[src/rtl/i2c_unstick_pkg.sv]
package i2c_unstick_pkg;
  typedef enum logic [2:0] {
    ST_IDLE,
    ST_LEAD,
    ST_SAMPLE,
    ST_HIGH,
    ST_LOW,
    ST_STOP_LOW,
    ST_STOP_HIGH,
    ST_STOP_REL
  } unstick_state_e;
endpackage

[src/rtl/unstick_sync.sv]
module unstick_sync #(
  parameter int   STAGES  = 2,
  parameter logic RST_VAL = 1'b1
) (
  input  logic clk,
  input  logic rst_n,
  input  logic d_i,
  output logic q_o
);
  logic [STAGES-1:0] sh_q;

  always_ff @(posedge clk or negedge rst_n) begin
    if (!rst_n) sh_q <= {STAGES{RST_VAL}};
    else        sh_q <= {sh_q[STAGES-2:0], d_i};
  end

  assign q_o = sh_q[STAGES-1];
endmodule

[src/rtl/unstick_phase_timer.sv]
module unstick_phase_timer #(
  parameter int HALF_W = 16
) (
  input  logic              clk,
  input  logic              rst_n,
  input  logic              clear_i,
  input  logic              en_i,
  input  logic [HALF_W-1:0] limit_i,
  output logic              done_o
);
  logic [HALF_W-1:0] cnt_q;
  logic [HALF_W-1:0] last;

  // a zero half period behaves as one cycle
  assign last   = (limit_i == '0) ? '0 : limit_i - HALF_W'(1);
  assign done_o = en_i && (cnt_q == last);

  always_ff @(posedge clk or negedge rst_n) begin
    if (!rst_n)                 cnt_q <= '0;
    else if (clear_i || done_o) cnt_q <= '0;
    else if (en_i)              cnt_q <= cnt_q + HALF_W'(1);
  end

  // a phase never counts past its half period
  assert_phase_bound_R4: assert property (@(posedge clk) disable iff (!rst_n)
    en_i |-> cnt_q <= last);
endmodule

[src/rtl/unstick_watchdog.sv]
module unstick_watchdog #(
  parameter int LIMIT = 10_000_000
) (
  input  logic clk,
  input  logic rst_n,
  input  logic run_i,
  output logic expire_o
);
  localparam int WD_W = $clog2(LIMIT + 1);

  logic [WD_W-1:0] cnt_q;

  assign expire_o = run_i && (cnt_q == WD_W'(LIMIT - 1));

  always_ff @(posedge clk or negedge rst_n) begin
    if (!rst_n)         cnt_q <= '0;
    else if (!run_i)    cnt_q <= '0;
    else if (!expire_o) cnt_q <= cnt_q + WD_W'(1);
  end

  assert_wd_window_R8: assert property (@(posedge clk) disable iff (!rst_n)
    run_i |-> cnt_q <= WD_W'(LIMIT - 1));
endmodule

[src/rtl/unstick_sequencer.sv]
module unstick_sequencer
  import i2c_unstick_pkg::*;
#(
  parameter int CNT_W  = 4,
  parameter int HALF_W = 16
) (
  input  logic              clk,
  input  logic              rst_n,
  input  logic              start_i,
  input  logic [CNT_W-1:0]  count_i,
  input  logic [HALF_W-1:0] half_i,
  input  logic              scl_hi_i,
  input  logic              sda_hi_i,
  input  logic              phase_done_i,
  input  logic              abort_i,
  output logic              timer_en_o,
  output logic              timer_clear_o,
  output logic [HALF_W-1:0] half_o,
  output logic              scl_low_o,
  output logic              sda_low_o,
  output logic              busy_o,
  output logic [CNT_W-1:0]  left_o,
  output logic              timeout_o
);
  unstick_state_e    state_q, state_d;
  logic [CNT_W-1:0]  left_q, left_d;
  logic [HALF_W-1:0] half_q, half_d;
  logic              to_q, to_d;
  logic              scl_low_q, sda_low_q, busy_q;

  always_comb begin
    state_d = state_q;
    left_d  = left_q;
    half_d  = half_q;
    to_d    = to_q;
    unique case (state_q)
      ST_IDLE: if (start_i) begin
        state_d = ST_LEAD;
        left_d  = count_i;
        half_d  = half_i;
        to_d    = 1'b0;
      end
      ST_LEAD:      if (phase_done_i) state_d = ST_SAMPLE;
      ST_SAMPLE:    state_d = (sda_hi_i || left_q == '0) ? ST_STOP_LOW : ST_HIGH;
      ST_HIGH:      if (phase_done_i) state_d = ST_LOW;
      ST_LOW: if (phase_done_i) begin
        state_d = ST_SAMPLE;
        left_d  = left_q - CNT_W'(1);
      end
      ST_STOP_LOW:  if (phase_done_i) state_d = ST_STOP_HIGH;
      ST_STOP_HIGH: if (phase_done_i) state_d = ST_STOP_REL;
      ST_STOP_REL:  if (phase_done_i) state_d = ST_IDLE;
      default:      state_d = ST_IDLE;
    endcase
    if (abort_i && state_q != ST_IDLE) begin
      state_d = ST_IDLE;
      left_d  = '0;
      to_d    = 1'b1;
    end
  end

  always_comb begin
    unique case (state_q)
      ST_LEAD, ST_LOW, ST_STOP_LOW, ST_STOP_REL: timer_en_o = 1'b1;
      ST_HIGH, ST_STOP_HIGH:                     timer_en_o = scl_hi_i;
      default:                                   timer_en_o = 1'b0;
    endcase
    timer_clear_o = (state_q == ST_IDLE) || (state_q == ST_SAMPLE);
  end

  always_ff @(posedge clk or negedge rst_n) begin
    if (!rst_n) begin
      state_q   <= ST_IDLE;
      left_q    <= '0;
      half_q    <= '0;
      to_q      <= 1'b0;
      scl_low_q <= 1'b0;
      sda_low_q <= 1'b0;
      busy_q    <= 1'b0;
    end else begin
      state_q   <= state_d;
      left_q    <= left_d;
      half_q    <= half_d;
      to_q      <= to_d;
      scl_low_q <= (state_d == ST_LEAD) || (state_d == ST_SAMPLE) ||
                   (state_d == ST_LOW)  || (state_d == ST_STOP_LOW);
      sda_low_q <= (state_d == ST_STOP_LOW) || (state_d == ST_STOP_HIGH);
      busy_q    <= (state_d != ST_IDLE);
    end
  end

  assign half_o    = half_q;
  assign scl_low_o = scl_low_q;
  assign sda_low_o = sda_low_q;
  assign busy_o    = busy_q;
  assign left_o    = left_q;
  assign timeout_o = to_q;

  assert_sda_release_scl_high_R6: assert property (@(posedge clk) disable iff (!rst_n)
    $fell(sda_low_q) |-> !scl_low_q);
  assert_sda_drive_scl_low_R6: assert property (@(posedge clk) disable iff (!rst_n)
    $rose(sda_low_q) |-> scl_low_q);
  assert_left_monotonic_R5: assert property (@(posedge clk) disable iff (!rst_n)
    busy_q && $past(busy_q) |-> left_q <= $past(left_q));
  assert_high_waits_R4: assert property (@(posedge clk) disable iff (!rst_n)
    state_q == ST_HIGH && !scl_hi_i && !abort_i |=> state_q == ST_HIGH);
  assert_abort_release_R8: assert property (@(posedge clk) disable iff (!rst_n)
    abort_i && state_q != ST_IDLE |=> !busy_q && to_q && left_q == '0 && !scl_low_q && !sda_low_q);
  assert_start_clears_timeout_R2: assert property (@(posedge clk) disable iff (!rst_n)
    $rose(busy_q) |-> !to_q);
endmodule

[src/rtl/i2c_bus_unstick.sv]
module i2c_bus_unstick #(
  parameter int CNT_W          = 4,
  parameter int HALF_W         = 16,
  parameter int SYNC_STAGES    = 2,
  parameter int TIMEOUT_CYCLES = 10_000_000
) (
  input  logic              clk,
  input  logic              rst_n,
  input  logic              start_i,
  input  logic [CNT_W-1:0]  pulse_count_i,
  input  logic [HALF_W-1:0] half_cycles_i,
  input  logic              scl_i,
  input  logic              sda_i,
  output logic              scl_drive_low_o,
  output logic              sda_drive_low_o,
  output logic              busy_o,
  output logic              timeout_o,
  output logic [CNT_W-1:0]  pulses_left_o
);
  localparam int N_PINS = 2;

  logic [N_PINS-1:0] pin_raw, pin_hi;
  logic              timer_en, timer_clear, phase_done, abort;
  logic [HALF_W-1:0] half_q;

  assign pin_raw = {sda_i, scl_i};

  for (genvar g = 0; g < N_PINS; g++) begin : g_sync
    unstick_sync #(.STAGES(SYNC_STAGES), .RST_VAL(1'b1)) u_sync (
      .clk  (clk),
      .rst_n(rst_n),
      .d_i  (pin_raw[g]),
      .q_o  (pin_hi[g])
    );
  end

  unstick_phase_timer #(.HALF_W(HALF_W)) u_timer (
    .clk    (clk),
    .rst_n  (rst_n),
    .clear_i(timer_clear),
    .en_i   (timer_en),
    .limit_i(half_q),
    .done_o (phase_done)
  );

  unstick_watchdog #(.LIMIT(TIMEOUT_CYCLES)) u_wd (
    .clk     (clk),
    .rst_n   (rst_n),
    .run_i   (busy_o),
    .expire_o(abort)
  );

  unstick_sequencer #(.CNT_W(CNT_W), .HALF_W(HALF_W)) u_seq (
    .clk          (clk),
    .rst_n        (rst_n),
    .start_i      (start_i),
    .count_i      (pulse_count_i),
    .half_i       (half_cycles_i),
    .scl_hi_i     (pin_hi[0]),
    .sda_hi_i     (pin_hi[1]),
    .phase_done_i (phase_done),
    .abort_i      (abort),
    .timer_en_o   (timer_en),
    .timer_clear_o(timer_clear),
    .half_o       (half_q),
    .scl_low_o    (scl_drive_low_o),
    .sda_low_o    (sda_drive_low_o),
    .busy_o       (busy_o),
    .left_o       (pulses_left_o),
    .timeout_o    (timeout_o)
  );

  // lines are never held by an idle block
  assert_idle_released_R1: assert property (@(posedge clk) disable iff (!rst_n)
    !busy_o |-> !scl_drive_low_o && !sda_drive_low_o);
endmodule

[config.mk]
export PLATFORM = sky130hd
export DESIGN_NAME = i2c_bus_unstick
export DESIGN_NICKNAME = d
export VERILOG_FILES = /design/src/rtl/i2c_unstick_pkg.sv /design/src/rtl/unstick_sync.sv /design/src/rtl/unstick_phase_timer.sv /design/src/rtl/unstick_watchdog.sv /design/src/rtl/unstick_sequencer.sv /design/src/rtl/i2c_bus_unstick.sv
export SDC_FILE = /design/constraint.sdc
export NUM_CORES = 1
export LEC_CHECK = 0
export CORE_ASPECT_RATIO = 1.4
export CORE_UTILIZATION = 55
export CTS_BUF_LIST = sky130_fd_sc_hd__clkbuf_4
export CTS_CLUSTER_SIZE = 8
export DETAILED_ROUTE_END_ITERATION = 7
export PLACE_DENSITY = 0.75
export SLEW_MARGIN = 0
export SYNTH_ARGS = -nofsm -noshare
export SYNTH_HDL_FRONTEND = slang
export SYNTH_SLANG_ARGS = --single-unit
[constraint.sdc]
create_clock -name clk -period 3.2 [get_ports clk]
set_clock_uncertainty 0.1 [all_clocks]
set_input_delay 0.64 -clock clk [delete_from_list [all_inputs] [get_ports clk]]
set_output_delay 0.64 -clock clk [all_outputs]
set_load 0.005 [all_outputs]
=== Yosys cells after proc, flatten, opt, wreduce, memory -nomap -nowiden ===
Cells that the tools add are included.
Widths: inputs -> output; s select.

* Equal/unequal tests: 17
* Add/subtract/negate cells: 4
* Reduce and logical (&&, ||, !) cells: 25
* Multiplexer cells: 22

{| class="wikitable"
|+ Operators by type and width
! kind !! count
|-
| $mux 16 || 3
|-
| $mux 24 || 2
|-
| $add 24x1->24 const B || 1
|-
| $eq 24x24->1 const B || 1
|-
| $mux 3 || 8
|-
| $eq 3x3->1 const B || 7
|-
| $pmux 3 s7 || 1
|-
| $add 16x1->16 const B || 1
|-
| $eq 16x16->1 || 1
|-
| $logic_not 16->1 || 1
|-
| $sub 16x1->16 const B || 1
|-
| $mux 4 || 3
|-
| $eq 3x2->1 const B || 3
|-
| $reduce_bool 3->1 || 3
|-
| $pmux 4 s2 || 1
|-
| $logic_or 1x1->1 || 7
|-
| $eq 3x1->1 const B || 2
|-
| $ne 3x2->1 const B || 2
|-
| $reduce_bool 2->1 || 3
|-
| $logic_not 4->1 || 1
|-
| $reduce_and 2->1 || 2
|-
| $reduce_or 2->1 || 2
|-
| $reduce_or 4->1 || 1
|-
| $sub 4x1->4 const B || 1
|-
| other kinds (6) || 10
|}

* Register bits after elaboration: 71
* Bits of input ports: 25
* Word-level logic and storage cells: 79
* Output and inout bits: 8

=== Depth between registers and ports, before layout ===
Gate-level depths: netlist of run 1.

* Depth in word-level cells: 11
* Depth in mapped cells: 13
* Depth with buffers taken out: 13

=== By module ===
A second synthesis of run 1 with hierarchy kept.

* Cells, all modules: 446
* Area total of the unflattened synthesis: 4,396.7 µm²

{| class="wikitable"
|+ By module, submodules not included
! module !! times used !! cells an instance !! area each (µm²) !! seq. area each (µm²)
|-
| unstick_phase_timer || 1 || 188 || 1,577.8 || 400.4
|-
| unstick_sequencer || 1 || 124 || 1,415.1 || 675.6
|-
| unstick_watchdog || 1 || 130 || 1,298.7 || 600.6
|-
| unstick_sync || 2 || 2 || 52.6 || 52.6
|}

=== Least setup slack after synthesis of run 1 ===
No wires, ideal clock.

* Path type: register to register
* From: register u_seq.half_q[2] (netlist: u_seq.half_o[2])
* To: register u_seq.scl_low_q (netlist: u_seq.scl_low_o)
* Setup time: 0.121 ns
* Setup slack: -0.324 ns
* Clock period less this slack: 3.524 ns
* Stages on the path, launching flop included: 12
* Required time: 2.979 ns
* Buffers on the path: 1
* Data arrival time: 3.303 ns
* Cell sequence: dfrtp_1 > buf_6 > or4_1 > or4_1 > xor2_1 > xor2_1 > nand2_1 > a2bb2oi_2 > or4_4 > or3_4 > and4b_1 > o22a_1

* Longest elaborated chain between the ends: 11
* Elaborated cells on any way between the ends: 19
* Classes of those cells: 1 x add/sub; 5 x eq/ne; 8 x mux; 5 x reduce/logical

{| class="wikitable"
|+ RTL lines
! what !! line !! source
|-
| start, declared || unstick_sequencer.sv:27 || <nowiki>logic [HALF_W-1:0] half_q, half_d;</nowiki>
|-
| start signal, assigned || unstick_sequencer.sv:83 || <nowiki>half_q <= half_d;</nowiki>
|-
| $sub 16x1->16 / $logic_not 16->1 (equally long branches) || unstick_phase_timer.sv:15 || <nowiki>assign last = (limit_i == '0) ? '0 : limit_i - HALF_W'(1);</nowiki>
|-
| $mux 16 (*) || unstick_phase_timer.sv:15 ||
|-
| $eq 16x16->1 (*) || unstick_phase_timer.sv:16 || <nowiki>assign done_o = en_i && (cnt_q == last);</nowiki>
|-
| $logic_and 1x1->1 (*) || unstick_phase_timer.sv:16 ||
|-
| $mux 3 (on tied branches) || n/a ||
|-
| $pmux 3 s7 (*) || unstick_sequencer.sv:36 || <nowiki>unique case (state_q)</nowiki>
|-
| $mux 3 (*) || unstick_sequencer.sv:55 || <nowiki>if (abort_i && state_q != ST_IDLE) begin</nowiki>
|-
| $eq 3x1->1 / $eq 3x2->1 (equally long branches) || unstick_sequencer.sv:85 || <nowiki>scl_low_q <= (state_d == ST_LEAD) || (state_d == ST_SAMPLE) ||</nowiki>
|-
| $logic_or 1x1->1 (2 in series) || unstick_sequencer.sv:85 ||
|-
| $logic_or 1x1->1 (*) || unstick_sequencer.sv:86 || <nowiki>(state_d == ST_LOW) || (state_d == ST_STOP_LOW);</nowiki>
|-
| end signal, assigned || unstick_sequencer.sv:85 ||
|-
| end, declared || unstick_sequencer.sv:29 || <nowiki>logic scl_low_q, sda_low_q, busy_q;</nowiki>
|}

Mark *: on every way between the ends. The rest lies on a longest branch, timed or not.
A chain may end at the register's enable or synchronous reset.

=== Worst setup path after layout of run 1 ===
* From: register u_seq.half_q[5] (netlist: u_seq.half_o[5])
* To: register u_seq.scl_low_q (netlist: u_seq.scl_low_o)

Same word-level chain as after synthesis.

==> results.toml, run 1 <==
[place]
place_ws_ns = -0.2575
numPortBuffers = 32
place_congestion = 0.8591
placed_cells = 603
place_hpwl_um = 7233

[power]
leakage_nw = 2.285
vdd.ir_drop.worst_uv = 399.8
power.density_nw_per_um2 = 757.5

[logic_synthesis]
ys_seq_area_share_pct = 41.80
synth_edf_count = 0
synth-seq-cells = 71
synth.area.top_cells = "dfrtp_1 39%, xnor2_1 7.2%, nor2_1 3.9%, xor2_1 3.7%, and2_1 3.2%"
synth_top_cell_by_area = "dfrtp_1"
yosys.area.top_type_share_pct = 39.33
yosys_warnings = 0
async_flop_share_pct = 100.0
netlist_area_um2 = 4263
mappedNetlistNets = 477
synth.distinct_cells = 63
synth_ff_type = "dfrtp_1"
synth_common_cells = "67 x dfrtp_1, 44 x nor2_1, 35 x xnor2_1"
synth_area_per_cell_um2 = 9.537
yosysMostFrequentCell = "dfrtp_1"
postSynthCellCount = 447

[critical_path]
crit_fanout = 4
crit_required_ns = 3.41
reg2regPathDepth = 12
crit_path_start_kind = "flip-flop"
rrSetupSlack_ns = -0.29
endpoint_kind = "flip-flop"
worstPathArrival_ns = 3.70
critical_path_class = "flip-flop to flip-flop"
r2r_end = "u_seq.scl_low_o"
r2r-start = "u_seq.half_o[5]"

[cts]
clock_sinks = 71
insertion_delay_ns = 0.43
cts_buffer_depth = 2
numCtsBuffers = 9
cts-root-buf = "clkbuf_4"
htreeDepth = 3
clk_pin_slew_ns = 0.13
hold_buffers = 0
cts_tree = "yes"

[global_routing]
grt_pass1_vias = 3726
grt_max_degree = 72
antenna_found_initial = 1
gr-total-overflow = 0
grt_usage_pct = 27.09
grt_pass1_wl_um = 17020

[floorplan]
die_h_um = 106.2
die_w_um = 76.41
io_pins = 33
coreArea_um2 = 7407
initial_utilization_pct = 57.55
num_rows = 37
dieArea_um2 = 8112

[finish]
multiInputGateArea_um2 = 2451
nets = 555
num-fill-cells = 565
syn2layout_area_growth_pct = 26.65
final_cells = 628
register_area_um2 = 1783
drive_above_1_share_pct = 23.77

[status]
violations = "setup timing"
outcome = "finished, violations left"

[detailed_routing]
routed_via_density = 5.782
ant_nets = 0
vias = 3631
routedWlPerCell_um = 16.34
drc_errors = 0
drt-total-wl_um = 10260
first_pass_iters = 4
drt_iter0_markers = 155

[sta]
setup_ws_ns = -0.2869
min_period_ns = 3.487
finalCritPeriodShare_pct = 109.0
worst_slew_pin_slew_ns = 0.7293
rsz0062_at_grt = "true"
finalHoldViolCount = 0
fmax_mhz = 286.8
slew_headroom_pct = 51.01
setup_viol = 24
drv_slew = 0
setup_tns_ns = -3.595

[job]
drv_cap = 0

[min_path]
holdCritPathClass = "input port to asynchronous set/reset pin"
==> layout make-up <==
class                      count  share of cell area (%)
antenna                        1                 0.04635
clock buffer                  10                   1.390
clock inverter                 6                   2.457
inverter                      12                  0.8343
multi-input combinational    343                   45.40
sequential                    71                   33.02
tap                           97                   2.248
timing repair buffer          88                   14.60
==> worst max-delay path, cell delays in order, from the launching register on <==
cell and delay [ns]:
dfrtp_1 0.42, buf_4 0.15, nor4_4 0.29, buf_4 0.18, nand2_2 0.05, or3_1 0.36
a211o_1 0.26, o311ai_1 0.10, nand4_2 0.17, or4_4 0.54, or3_4 0.37, and4b_1 0.19
o22a_1 0.19
==> logic make-up after synthesis <==
family                   Yosys count  synth area share (%)
flip-flops                        71                 41.80
buffers and inverters             33                 3.317
adder cells (fa/ha/maj)            5                 1.468
AO/OA/AOI/OAI                     62                 10.68
AND/OR/NAND/NOR                  203                 26.50
multiplexers                      19                 4.814
XOR/XNOR                          54                 11.42
==> per-stage QoR <==
stage	power (W)	utilization [%]	hold slack (ns)	area, µm²
2_1_floorplan	0.002489	-	0.2444	4275
3_3_place_gp	0.003082	67.40	0.2468	4992
3_5_place_dp	0.003158	67.40	0.2476	4992
4_1_cts	0.004048	71.77	0.1090	5316
5_1_grt	0.004356	72.89	0.1259	5399
6_report	0.004090	72.89	0.1076	5399
==> how the worst max path moves through the flow <==
| stage | startpoint | to | slack (ns) | depth (start not counted) |
|---|---|---|---|---|
| floorplan | u_seq.half_o[5] | u_seq.scl_low_o | -0.24 | 11 |
| finish | u_seq.half_o[5] | u_seq.scl_low_o | -0.29 | 12 |
| global route | u_seq.half_o[5] | u_seq.scl_low_o | -0.39 | 12 |
| detailed placement | u_seq.half_o[3] | u_seq.scl_low_o | -0.26 | 10 |
| global placement | u_seq.half_o[3] | u_seq.scl_low_o | -0.24 | 10 |
| CTS | u_seq.half_o[5] | u_seq.scl_low_o | -0.27 | 10 |
==> placed cells by master, fill, tap and decap left out, types with 3 or more instances in the layout <==
cell	netlist	final
a211oi_1	3	3
a21boi_0	5	5
a21oi_1	10	10
a31oi_1	5	5
and2_1	22	22
and3_1	10	10
buf_4	2	51
bufinv_16	0	4
clkbuf_4	0	10
clkdlybuf4s50_1	0	31
dfrtp_1	67	66
dfstp_2	4	4
ha_1	5	4
inv_1	12	12
mux2_2	12	12
mux2i_1	7	7
nand2_1	33	33
nand3_1	22	22
nand4_1	13	13
nor2_1	44	43
nor3_1	11	10
nor4_2	2	3
nor4b_2	0	3
nor4bb_1	3	3
o2111ai_1	3	3
o21ai_0	16	13
or2_2	5	5
or3_1	6	6
or4_1	7	5
or4_4	1	3
xnor2_1	35	35
xor2_1	18	17
==> routing by layer <==
| layer | vias to the layer above | global-route usage (%) | routed length (µm) |
|---|---|---|---|
| li1 | 1745 | - | - |
| met1 | 1788 | 28.64 | 4007 |
| met4 | 0 | 14.56 | 297 |
| met5 | - | 0 | 0 |
| met3 | 20 | 4.378 | 343 |
| met2 | 78 | 50.84 | 5610 |
==> sequential cells by signal (all words and copies together), names as in the netlist <==
register and flops:
u_wd.cnt_q 24, u_seq.half_o 16, u_timer.cnt_q 16, g_sync.u_sync.sh_q 4
u_seq.left_o 4, u_seq.state_q 3, u_seq.busy_o 1, u_seq.scl_low_o 1
u_seq.sda_low_o 1, u_seq.timeout_o 1
==> timing repair <==
| item | 4_1_cts | 5_1_grt |
|---|---|---|
| buffers inserted | 3 | 4 |
| setup endpoints to repair | 25 | 25 |
| cloned | 1 | 0 |
| pin swaps | 9 | 6 |
| gates resized for setup | 15 | 11 |
==> where the power goes <==
| group | total (W) | internal (W) | switching (W) |
|---|---|---|---|
| clock network | 0.000804 | 0.000482 | 0.000323 |
| logic | 0.00188 | 0.00101 | 0.000870 |
| registers | 0.00141 | 0.00112 | 0.000286 |
(Power assumes the default switching activity.)
==> inputs of run 2 (changes only) <==
Settings changed: CORE_ASPECT_RATIO 1.4 to unset, CTS_CLUSTER_SIZE 8 to 16.
==> results.toml, run 2 (same netlist as run 1, synthesis figures left out) <==
[cts]
cts_tree = "yes"
clock_sinks = 71
htreeDepth = 3
clk_pin_slew_ns = 0.11
numCtsBuffers = 9
cts-root-buf = "clkbuf_4"
hold_buffers = 0
insertion_delay_ns = 0.43
cts_buffer_depth = 2

[sta]
drv_slew = 0
fmax_mhz = 284.9
min_period_ns = 3.510
finalHoldViolCount = 0
rsz0062_at_grt = "true"
worst_slew_pin_slew_ns = 0.7656
setup_viol = 26
setup_ws_ns = -0.3096
setup_tns_ns = -3.336
finalCritPeriodShare_pct = 109.7
slew_headroom_pct = 48.57

[finish]
largest_reg_flops = 24
diodes = 0
syn2layout_area_growth_pct = 25.80
nets = 558
regMostFlops = "u_wd.cnt_q"
final_cell_mix = "65 x dfrtp_1, 53 x buf_4, 44 x nor2_1, 34 x xnor2_1, 33 x nand2_1"
drive_above_1_share_pct = 24.95
layout_commonest_cell = "dfrtp_1"
design_area_um2 = 5363

[global_routing]
grt_pass1_vias = 3794
antenna_found_initial = 0
grt_pass1_wl_um = 16990
grt_max_degree = 47
gr-total-overflow = 0
grt_usage_pct = 26.18

[detailed_routing]
drc_errors = 0
vias = 3621
routed_via_density = 5.729
ant_nets = 0
drt-total-wl_um = 10050
routedWlPerCell_um = 15.91
drt_iter0_markers = 130
first_pass_iters = 5

[critical_path]
crit_required_ns = 3.41
cp_cell_sequence = "or4_4 > or4_4 > xor2_2 > xor2_1 > nand2_1 > a2bb2oi_2 > or4_4 > or3_4 > and4b_1 > o22a_1"
worstPathArrival_ns = 3.72
crit_fanout = 3
critPathBufInv = 0
crit_path_start_kind = "flip-flop"
slowest_delay_ns = 0.55
crit_family = "simple AND/OR/NAND/NOR gates"
critical_path_class = "flip-flop to flip-flop"
crit_slowest_cell = "or4_4"
path_common_cell = "or4_4"
endpoint_kind = "flip-flop"

[place]
place_congestion = 0.9310
placed_area_um2 = 5025
place_ws_ns = -0.2989
place_hpwl_um = 7187
numPortBuffers = 32

[status]
outcome = "finished, violations left"
violations = "setup timing"

[min_path]
holdCritPathClass = "input port to asynchronous set/reset pin"

[floorplan]
initial_utilization_pct = 57.84
dieArea_um2 = 8106
die_h_um = 90.04
die_w_um = 90.04
num_rows = 31
coreArea_um2 = 7370
io_pins = 33

[power]
power.net_switching_w = 0.001478
combPwrFrac_pct = 49.1
clockPowerShare_pct = 14.7
vdd.ir_drop.worst_uv = 499.6
total_power_w = 0.003891
leakage_nw = 2.275
internal-power_w = 0.002413
power.density_nw_per_um2 = 725.7
swShare_pct = 37.98
p_seq_share_pct = 36.2

[job]
drv_cap = 0
## run 2: worst paths after layout
check	startpoint	to	slack, ns	cells after the start
worst max-delay path	u_seq.half_o[3]	u_seq.scl_low_o	-0.31	10
worst min-delay path	rst_n	u_seq.half_o[8]	0.12	1
worst max register to register	u_seq.half_o[3]	u_seq.scl_low_o	-0.31	10
worst min register to register	g_sync[0].u_sync.sh_q[0]	g_sync[0].u_sync.sh_q[1]	0.27	0
max in group asynchronous	rst_n	g_sync[1].u_sync.sh_q[0]	2.16	2
min in group clk	g_sync[0].u_sync.sh_q[0]	g_sync[0].u_sync.sh_q[1]	0.27	0
## run 2: area by class of cell
type / count / area (µm²)
Sequential cell: 71 / 1784
Multi-Input combinational cell: 343 / 2476
Clock buffer: 13 / 97.59
Fill cell: 562 / 2007
Inverter: 12 / 45.04
Tap cell: 99 / 123.9
Clock inverter: 3 / 37.54
Timing Repair Buffer: 91 / 798.3
## run 2: through the flow
step | util (%) | hold slack [ns] | std cells
global placement | 68.18 | 0.2495 | 609
detailed placement | 68.18 | 0.2472 | 609
floorplan | - | 0.2444 | 447
finish | 72.77 | 0.1192 | 632
CTS | 70.70 | 0.1149 | 628
global route | 72.77 | 0.1551 | 632
## run 2: repair_timing
item,4_1_cts,5_1_grt
endpoints found under the setup margin,26,26
setup buffers,3,4
resized for setup,6,27
pin swaps,2,8
## run 2: layer usage
metal	wire, µm	part of all wire [%]	global-route usage, %
met2	5073	50	46.56
met5	0	0	0
met4	210	2.1	11.02
met1	4245	42	30.24
met3	522	5.2	5.838
## run 2: power by group through the flow
| stage | clock network, W | registers [W] | logic (W) |
|---|---|---|---|
| floorplan | 0 | 0.00132 | 0.00117 |
| global placement | 0 | 0.00140 | 0.00168 |
| detailed placement | 0 | 0.00141 | 0.00174 |
| CTS | 0.000583 | 0.00140 | 0.00179 |
| global route | 0.000610 | 0.00145 | 0.00209 |
| finish | 0.000573 | 0.00141 | 0.00191 |
==> inputs of run 3 (changes only) <==
--- a/config.mk
+++ b/config.mk
@@ -7,2 +7,3 @@
 export LEC_CHECK = 0
+export CAP_MARGIN = 20
 export CORE_UTILIZATION = 55
@@ -11,2 +12,3 @@
 export DETAILED_ROUTE_END_ITERATION = 7
+export GPL_ROUTABILITY_DRIVEN = 1
 export PLACE_DENSITY = 0.75
--- a/constraint.sdc
+++ b/constraint.sdc
@@ -4,2 +4,2 @@
 set_output_delay 0.64 -clock clk [all_outputs]
-set_load 0.005 [all_outputs]
+set_load 0.1 [all_outputs]
==> results.toml, run 3 (same netlist as run 1, synthesis figures left out) <==
[status]
outcome = "finished, violations left"
violations = "setup timing"

[detailed_routing]
drc_errors = 0
wl_met1_um = 4402
routed_via_density = 5.801
wl_met2_um = 5063
first_pass_iters = 4
routedWlPerCell_um = 16.20
drt_iter0_markers = 226
wl_met3_um = 522
ant_nets = 0
drt-total-wl_um = 10270
highest_layer = "met4"
vias = 3678

[global_routing]
antenna_found_initial = 0
gr-total-overflow = 0
grt_pass1_vias = 3706
grt_usage_pct = 26.34
grt_max_degree = 47
grt_pass1_wl_um = 17150

[power]
vdd.ir_drop.worst_uv = 484.1
power.density_nw_per_um2 = 747.7
leakage_nw = 2.291
total_power_w = 0.004015

[place]
place_hpwl_um = 7212
place_ws_ns = -0.3013
place_congestion = 0.9213
numPortBuffers = 32
placed_area_um2 = 4997
placed_cells = 608

[cts]
htreeDepth = 3
cts-root-buf = "clkbuf_4"
cts_buffer_depth = 2
numCtsBuffers = 9
cts_tree = "yes"
clock_sinks = 71
insertion_delay_ns = 0.42
hold_buffers = 0
clk_pin_slew_ns = 0.12

[critical_path]
crit_slowest_cell = "or4_4"
crit_fanout = 3
critPathBufInv = 0
endpoint_kind = "flip-flop"
crit_required_ns = 3.41
crit_path_start_kind = "flip-flop"
path_common_cell = "or4_4"
crit_family = "simple AND/OR/NAND/NOR gates"
critical_path_class = "flip-flop to flip-flop"
worstPathArrival_ns = 3.68
cp_cell_sequence = "or4_4 > or4_4 > xor2_4 > xor2_1 > nand2_1 > a2bb2oi_2 > or4_4 > or3_4 > and4b_1 > o22a_1"
slowest_delay_ns = 0.54

[finish]
layout_commonest_cell = "dfrtp_1"
fin_util_pct = 72.85
design_area_um2 = 5369
final_cell_mix = "66 x dfrtp_1, 63 x buf_4, 43 x nor2_1, 34 x xnor2_1, 33 x nand2_1"
drive_above_1_share_pct = 26.73
syn2layout_area_growth_pct = 25.95
diodes = 0
final_cells = 634
nets = 560
largest_reg_flops = 24
regMostFlops = "u_wd.cnt_q"

[floorplan]
die_w_um = 90.04
coreArea_um2 = 7370
io_pins = 33
initial_utilization_pct = 57.84
dieArea_um2 = 8106
num_rows = 31
die_h_um = 90.04

[min_path]
holdCritPathClass = "input port to asynchronous set/reset pin"

[sta]
setup_viol = 24
finalCritPeriodShare_pct = 108.3
rsz0062_at_grt = "true"
drv_slew = 0
fmax_mhz = 288.5
min_period_ns = 3.467
worst_slew_pin_slew_ns = 0.7931
slew_headroom_pct = 46.72
setup_ws_ns = -0.2667
finalHoldViolCount = 0

[job]
drv_cap = 0
run 3: stage by stage:
stage,hold WS (ns),TNS [ns]
3_3_place_gp,0.2498,-1.191
6_report,0.1163,-3.402
4_1_cts,0.1194,-0.8088
3_5_place_dp,0.2490,-3.305
2_1_floorplan,0.2444,-1.395
5_1_grt,0.1465,-5.756
run 3: power breakdown:
part / total [W] / internal (W) / switching (W) / leakage (nW)
combinational: 0.00213 / 0.00103 / 0.00110 / 1.34
clock: 0.000487 / 0.000171 / 0.000316 / 0.0641
sequential: 0.00140 / 0.00112 / 0.000275 / 0.890
total: 0.00401 / 0.00232 / 0.00169 / 2.29
run 3: area by class of cell:
type / count / area (µm²)
clock inverter: 5 / 26.28
tap: 99 / 123.9
inverter: 12 / 45.04
clock buffer: 11 / 82.58
timing repair buffer: 93 / 809.5
multi-input combinational: 343 / 2499
sequential: 71 / 1783
fill: 557 / 2001
run 3: timing repair:
item	4_1_cts	5_1_grt
pin swaps	7	4
gates cloned	1	0
resized for setup	19	17
endpoints found under the setup margin	26	26
setup buffers	7	2
run 3: path summary, 6_finish.rpt:
path                                          startpoint                       end  slack (ns)  depth (start not counted)
worst max-delay path                     u_seq.half_o[3]           u_seq.scl_low_o       -0.27                         10
worst min-delay path                               rst_n           u_seq.half_o[8]        0.12                          1
worst max register to register           u_seq.half_o[3]           u_seq.scl_low_o       -0.27                         10
worst min register to register  g_sync[1].u_sync.sh_q[0]  g_sync[1].u_sync.sh_q[1]        0.27                          0
max in group asynchronous                          rst_n  g_sync[0].u_sync.sh_q[1]        2.15                          2
min in group clk                g_sync[1].u_sync.sh_q[0]  g_sync[1].u_sync.sh_q[1]        0.27                          0
run 3: routing by layer:
| metal | up-vias | global-route usage [%] |
|---|---|---|
| met2 | 118 | 44.53 |
| met3 | 27 | 4.738 |
| li1 | 1745 | - |
| met1 | 1788 | 32.31 |
| met5 | - | 0 |
| met4 | 0 | 13.17 |
